## src/rtl/ret_stack_pkg.sv

```systemverilog
// Shared types for the return address stack.
// Assumes nothing beyond IEEE 1800-2017.
package ret_stack_pkg;

    // Operation chosen for a cycle, after priority between the strobes
    typedef enum logic [1:0] {
        OP_IDLE = 2'd0,
        OP_PUSH = 2'd1,
        OP_POP  = 2'd2,
        OP_SWWR = 2'd3
    } stk_op_e;

endpackage

```

## src/rtl/ret_stack_ctrl.sv

```systemverilog
// Pointer and flag controller for the return address stack.
// Picks one operation per cycle (push, then pop, then software write),
// moves the pointer, keeps the sticky flags and tells the storage
// which slot to write. Assumes a synchronous active-low reset.
module ret_stack_ctrl
    import ret_stack_pkg::*;
#(
    parameter int PTR_W = 5
) (
    input  logic             clk,
    input  logic             rst_n,
    input  logic             push_i,
    input  logic             pop_i,
    input  logic             sw_wr_i,
    input  logic [PTR_W-1:0] sw_ptr_i,
    input  logic             sw_keep_full_i,
    input  logic             sw_keep_unf_i,
    output logic [PTR_W-1:0] ptr_o,
    output logic             full_o,
    output logic             unf_o,
    output logic             wr_en_o,
    output logic [PTR_W-1:0] wr_slot_o
);

    localparam logic [PTR_W-1:0] PTR_TOP  = {PTR_W{1'b1}};
    localparam logic [PTR_W-1:0] PTR_ZERO = '0;
    localparam logic [PTR_W-1:0] PTR_ONE  = {{(PTR_W-1){1'b0}}, 1'b1};

    stk_op_e          op;
    logic [PTR_W-1:0] ptr_q;
    logic             full_q;
    logic             unf_q;

    // Priority decode: push wins over pop, both win over software
    always_comb begin
        if (push_i)       op = OP_PUSH;
        else if (pop_i)   op = OP_POP;
        else if (sw_wr_i) op = OP_SWWR;
        else              op = OP_IDLE;
    end

    // Pointer and sticky flag update
    always_ff @(posedge clk) begin
        if (!rst_n) begin
            ptr_q  <= PTR_ZERO;
            full_q <= 1'b0;
            unf_q  <= 1'b0;
        end else begin
            case (op)
                OP_PUSH: begin
                    if (ptr_q != PTR_TOP) begin
                        ptr_q <= ptr_q + PTR_ONE;
                        if (ptr_q + PTR_ONE == PTR_TOP) full_q <= 1'b1;
                    end else begin
                        full_q <= 1'b1;
                    end
                end
                OP_POP: begin
                    if (ptr_q != PTR_ZERO) ptr_q <= ptr_q - PTR_ONE;
                    else                   unf_q <= 1'b1;
                end
                OP_SWWR: begin
                    ptr_q  <= sw_ptr_i;
                    full_q <= full_q & sw_keep_full_i;
                    unf_q  <= unf_q & sw_keep_unf_i;
                end
                default: ;
            endcase
        end
    end

    // Storage write request: only a push that has room
    always_comb begin
        wr_en_o   = (op == OP_PUSH) && (ptr_q != PTR_TOP);
        wr_slot_o = ptr_q + PTR_ONE;
    end

    assign ptr_o  = ptr_q;
    assign full_o = full_q;
    assign unf_o  = unf_q;

    p_push_inc_r3: assert property (@(posedge clk) disable iff (!rst_n)
        (push_i && ptr_q != PTR_TOP) |=> (ptr_q == $past(ptr_q) + PTR_ONE));

    p_pop_dec_r4: assert property (@(posedge clk) disable iff (!rst_n)
        (pop_i && !push_i && ptr_q != PTR_ZERO) |=> (ptr_q == $past(ptr_q) - PTR_ONE));

    p_full_sticky_r5: assert property (@(posedge clk) disable iff (!rst_n)
        (full_q && !(sw_wr_i && !push_i && !pop_i)) |=> full_q);

    p_no_overflow_r6: assert property (@(posedge clk) disable iff (!rst_n)
        (push_i && ptr_q == PTR_TOP) |=> (ptr_q == PTR_TOP && full_q));

    p_underflow_r7: assert property (@(posedge clk) disable iff (!rst_n)
        (pop_i && !push_i && ptr_q == PTR_ZERO) |=> (ptr_q == PTR_ZERO && unf_q));

    p_sw_dropped_r9: assert property (@(posedge clk) disable iff (!rst_n)
        (sw_wr_i && push_i && ptr_q != PTR_TOP) |=> (ptr_q != $past(sw_ptr_i) || $past(sw_ptr_i) == $past(ptr_q) + PTR_ONE));

endmodule

```

## src/rtl/ret_stack_store.sv

```systemverilog
// Slot storage for the return address stack.
// Slot 0 has no register and reads as zero; slots 1..2**PTR_W-1 are
// registers written one at a time. Assumes the controller never asks
// for a write to slot 0.
module ret_stack_store #(
    parameter int ADDR_W = 21,
    parameter int PTR_W  = 5
) (
    input  logic              clk,
    input  logic              rst_n,
    input  logic              wr_en_i,
    input  logic [PTR_W-1:0]  wr_slot_i,
    input  logic [ADDR_W-1:0] wr_data_i,
    input  logic [PTR_W-1:0]  rd_slot_i,
    output logic [ADDR_W-1:0] rd_data_o
);

    localparam int SLOTS = 1 << PTR_W;

    logic [ADDR_W-1:0] slot_q [SLOTS];

    // Position zero carries no storage
    assign slot_q[0] = '0;

    for (genvar s = 1; s < SLOTS; s++) begin : g_slot
        // One return address register, loaded when its slot is addressed
        always_ff @(posedge clk) begin
            if (!rst_n)
                slot_q[s] <= '0;
            else if (wr_en_i && wr_slot_i == PTR_W'(s))
                slot_q[s] <= wr_data_i;
        end
    end

    // Read port for the current top of stack
    assign rd_data_o = slot_q[rd_slot_i];

    p_no_slot0_write_r3: assert property (@(posedge clk) disable iff (!rst_n)
        wr_en_i |-> (wr_slot_i != '0));

endmodule

```

## src/rtl/ret_stack_top.sv

```systemverilog
// Return address stack top level.
// Ties the pointer controller to the slot storage and builds the status
// word {full, underflow, 0, pointer}. Assumes one push or pop per cycle
// at most takes effect; synchronous active-low reset.
module ret_stack_top #(
    parameter int ADDR_W = 21,
    parameter int PTR_W  = 5,
    parameter int STAT_W = PTR_W + 3
) (
    input  logic              clk,
    input  logic              rst_n,
    input  logic              push_i,
    input  logic [ADDR_W-1:0] push_addr_i,
    input  logic              pop_i,
    input  logic              sw_wr_i,
    input  logic [STAT_W-1:0] sw_wdata_i,
    output logic [STAT_W-1:0] status_o,
    output logic [ADDR_W-1:0] tos_o
);

    localparam int FULL_BIT = STAT_W - 1;
    localparam int UNF_BIT  = STAT_W - 2;

    logic [PTR_W-1:0] ptr;
    logic             full;
    logic             unf;
    logic             wr_en;
    logic [PTR_W-1:0] wr_slot;

    ret_stack_ctrl #(.PTR_W(PTR_W)) u_ctrl (
        .clk            (clk),
        .rst_n          (rst_n),
        .push_i         (push_i),
        .pop_i          (pop_i),
        .sw_wr_i        (sw_wr_i),
        .sw_ptr_i       (sw_wdata_i[PTR_W-1:0]),
        .sw_keep_full_i (sw_wdata_i[FULL_BIT]),
        .sw_keep_unf_i  (sw_wdata_i[UNF_BIT]),
        .ptr_o          (ptr),
        .full_o         (full),
        .unf_o          (unf),
        .wr_en_o        (wr_en),
        .wr_slot_o      (wr_slot)
    );

    ret_stack_store #(.ADDR_W(ADDR_W), .PTR_W(PTR_W)) u_store (
        .clk       (clk),
        .rst_n     (rst_n),
        .wr_en_i   (wr_en),
        .wr_slot_i (wr_slot),
        .wr_data_i (push_addr_i),
        .rd_slot_i (ptr),
        .rd_data_o (tos_o)
    );

    // Status word assembly; the bit between flags and pointer reads 0
    assign status_o = {full, unf, 1'b0, ptr};

    p_status_gap_r2: assert property (@(posedge clk) disable iff (!rst_n)
        status_o[PTR_W] == 1'b0);

    p_tos_zero_r7: assert property (@(posedge clk) disable iff (!rst_n)
        (status_o[PTR_W-1:0] == '0) |-> (tos_o == '0));

endmodule

```

## config.mk

```make
export PLATFORM = sky130hd
export DESIGN_NAME = ret_stack_top
export DESIGN_NICKNAME = d
export VERILOG_FILES = /design/src/rtl/ret_stack_pkg.sv /design/src/rtl/ret_stack_ctrl.sv /design/src/rtl/ret_stack_store.sv /design/src/rtl/ret_stack_top.sv
export SDC_FILE = /design/constraint.sdc
export NUM_CORES = 2
export LEC_CHECK = 0
export BUFFER_PORTS_ARGS = -buffer_cell sky130_fd_sc_hd__buf_2
export CORE_UTILIZATION = 50
export DETAILED_ROUTE_END_ITERATION = 10
export PLACE_DENSITY = 0.67
export SKIP_LAST_GASP = 1
export SYNTH_ARGS = -nofsm -noshare
export SYNTH_HDL_FRONTEND = slang
export SYNTH_SLANG_ARGS = --single-unit
```

## constraint.sdc

```tcl
create_clock -name clk -period 4.4 [get_ports clk]
set_clock_uncertainty 0.15 [all_clocks]
set_input_delay 0.88 -clock clk [delete_from_list [all_inputs] [get_ports clk]]
set_output_delay 0.88 -clock clk [all_outputs]
set_load 0.01 [all_outputs]
```

==> impl_metrics.json <==
{
  "ir_drop_v": 0.000322,
  "via_per_inst": 6.06,
  "grt_pass1_vias": 21600,
  "dp_cells": 3485,
  "final_max_slew_viol_count": 0,
  "ff2ff_setup_slack_ns": 0.48,
  "startpoint_type": "register",
  "leakage_uw": 0.0104,
  "cp_max_fo": 23,
  "crit_path_cell_trace": "nand2_1 > nor2_1 > a221oi_1 > nand2_1 > a211oi_1 > buf_2",
  "power_per_cell_area_mw_per_mm2": 414,
  "vias": 21800,
  "max-slew-margin-rel": 0.178,
  "cts.sinks": 658,
  "critPathCapture": "tos_o[3]",
  "max_stage_delay_ns": 1.00,
  "syn_inst": 2880,
  "worstPathRequired_ns": 3.37,
  "synth_nets": 2920,
  "async_flop_share": 0,
  "hold_buffers": 0,
  "cts_tree": "done",
  "crit_slowest_cell": "nor2_1",
  "avgSynthCellArea_um2": 9.92,
  "crit_top_cell": "nand2_1",
  "synthFlopType": "dfxtp_1",
  "dieHeight_um": 241,
  "grt_max_degree": 140,
  "period_needed_ns": 4.36,
  "insertion_delay_ns": 0.61,
  "drive_above_1_share": 0.145,
  "synth_cell_types": 63,
  "fmax_mhz": 229,
  "setup_viol": 0,
  "place.gp.congestion": 0.819,
  "dieArea_mm2": 0.0581,
  "endpoint_kind": "output port",
  "crit_arrival_ns": 3.33,
  "tightest_slew_ns": 1.23,
  "cts.reportedPaths.clkPinSlew_ns": 0.06,
  "worstRegToRegCells": 6,
  "dp_hpwl_um": 49900,
  "outcome": "finished clean",
  "syn_to_final_growth_pct": 10.7,
  "antenna_found_initial": 0,
  "die_x_um": 241,
  "timing.rr.start": "u_ctrl.ptr_o[0]",
  "synth_edf_count": 0,
  "syn_area_mm2": 0.0286,
  "r2r_end": "u_store.slot_q[242]",
  "wl_per_cell_um": 23.2,
  "timing.setup.tns_ns": 0,
  "cts_max_path_buffers": 3,
  "nets": 2839,
  "grt_usage": 0.286,
  "cap_violations": 0,
  "ant_nets": 0,
  "yosysWarnings": 0,
  "num_rows": 87,
  "coreArea_mm2": 0.0564,
  "grt_overflow": 0,
  "antenna_cells": 0,
  "hold_class": "reg2reg",
  "drt_drc_violations_left": 0,
  "whs_ns": 0.302,
  "start_util": 0.507,
  "startpoint": "u_ctrl.ptr_o[2]",
  "firstDrtPassIters": 5,
  "fin_cells": 3600,
  "grt_first_pass_wirelength_um": 125000,
  "cts_buffers": 67,
  "io_pins": 63,
  "drt_iter0_drc": 2061,
  "io_buffers": 60,
  "hold_violations": 0,
  "ys_ff_latch": 658,
  "path_class": "reg2out",
  "totalWireLength_um": 83500,
  "yosysSeqAreaShare": 0.461,
  "root_buffer": "clkbuf_16",
  "h-tree-depth": 3,
  "fin_crit_sh": 0.991
}
## critical path: cells and delay by family, from the launching register on
family	cells	cell delay (ns)
simple gates	3	1.61
buf+inv	1	0.16
flops	1	0.62
compound gates	2	0.32
## synthesized netlist by cell type, types with 3 or more instances
| cell type | instances | area, um2 |
|---|---|---|
| a211oi_1 | 25 | 188 |
| mux4_2 | 89 | 2000 |
| mux2i_1 | 520 | 5200 |
| a31o_1 | 6 | 52.6 |
| o211ai_1 | 16 | 120 |
| or2_1 | 4 | 25.0 |
| o21bai_1 | 3 | 22.5 |
| nor3_1 | 10 | 50.1 |
| buf_4 | 18 | 135 |
| nand2b_1 | 10 | 62.6 |
| nor2_4 | 8 | 90.1 |
| buf_2 | 62 | 310 |
| a31oi_1 | 4 | 25.0 |
| nand2_1 | 486 | 1820 |
| nor3_2 | 3 | 30.0 |
| mux2_2 | 28 | 315 |
| nor2_1 | 40 | 150 |
| a21oi_1 | 28 | 140 |
| o21ai_0 | 230 | 1150 |
| a311oi_1 | 4 | 35.0 |
| dfxtp_1 | 658 | 13200 |
| a22oi_1 | 19 | 143 |
| a2111oi_0 | 10 | 87.6 |
| ha_1 | 6 | 75.1 |
| nand3b_1 | 3 | 22.5 |
| buf_6 | 16 | 180 |
| nor2b_1 | 28 | 175 |
| inv_1 | 3 | 11.3 |
| nand3_1 | 233 | 1170 |
| and3_1 | 3 | 18.8 |
| or2_2 | 5 | 31.3 |
| a221oi_1 | 34 | 298 |
| o22ai_1 | 26 | 163 |
| clkbuf_1 | 178 | 668 |
| a31o_2 | 4 | 35.0 |
| buf_1 | 26 | 97.6 |
## cell usage in the layout (no fill, tap or decap), types with 26 or more instances in the layout
cell type,Yosys,final
mux4_2,89,89
a21oi_1,28,28
buf_2,62,59
nor2b_1,28,27
o22ai_1,26,26
mux2_2,28,28
buf_4,18,75
nand3_1,233,233
mux2i_1,520,520
nand2_1,486,486
o21ai_0,230,230
a221oi_1,34,34
dfxtp_1,658,655
nor2_1,40,28
clkbuf_16,0,70
## how the worst min path moves through the flow
stage / slack, ns / end / depth (start not counted) / start
floorplan: 0.28 / u_store.slot_q[111] / 2 / u_store.slot_q[111]
finish: 0.30 / u_store.slot_q[175] / 2 / u_store.slot_q[175]
detailed placement: 0.29 / u_store.slot_q[77] / 2 / u_store.slot_q[77]
CTS: 0.30 / u_store.slot_q[54] / 2 / u_store.slot_q[54]
global route: 0.31 / u_store.slot_q[25] / 2 / u_store.slot_q[25]
global placement: 0.29 / u_store.slot_q[111] / 2 / u_store.slot_q[111]
## layout make-up
| type | instances | area, um2 |
|---|---|---|
| Inverter | 5 | 18.8 |
| Clock inverter | 13 | 159 |
| Sequential cell | 658 | 13200 |
| Fill cell | 4853 | 24800 |
| Multi-Input combinational cell | 1917 | 14100 |
| Timing Repair Buffer | 150 | 1170 |
| Tap cell | 756 | 946 |
| Clock buffer | 101 | 2010 |
## cell families (layout without fill, tap and decap cells)
kind of cell | after synthesis | count (layout) | share of synthesized area
simple gates | 850 | 850 | 0.133
buf+inv | 305 | 269 | 0.0494
mux | 637 | 637 | 0.263
flops | 658 | 658 | 0.461
other cells | 1 | 1 | 0.000131
compound gates | 423 | 423 | 0.0907
fa+ha+maj | 6 | 6 | 0.00263
## state kept, by name, indices dropped and copies added, names as in the netlist
register        flops
u_store.slot_q    651
u_ctrl.ptr_o        5
u_ctrl.full_o       1
u_ctrl.unf_o        1
## timing repair
item                                    in CTS  in global routing
buffers inserted                             1                  0
cloned                                       0                  0
endpoints found under the setup margin       1                  2
resized for setup                            0                  3
## stage by stage
step                setup slack (ns)  power, uW  area, um2  utilization
global placement               0.511       7510      29400        0.522
global route                 -0.0248      13500      31600        0.561
detailed placement             0.414       7530      29400        0.522
finish                        0.0382      13100      31600        0.561
floorplan                       1.32       7060      28600            -
CTS                            0.106      13100      31600        0.561
## per-layer routing
metal  vias to the layer above  track usage  wire, um
met4                         0        0.149      4160
met3                       205       0.0508      5410
li1                      10100            -         -
met1                     10800        0.354     34800
met2                       777        0.475     39100
met5                         -            0         0
## report_power, final
group	total (uW)	switching (uW)	internal (uW)
clock	5650	2370	3280
combinational	1330	891	438
sequential	6100	72.0	6030
Note: power is estimated with default switching activity, not from simulation.
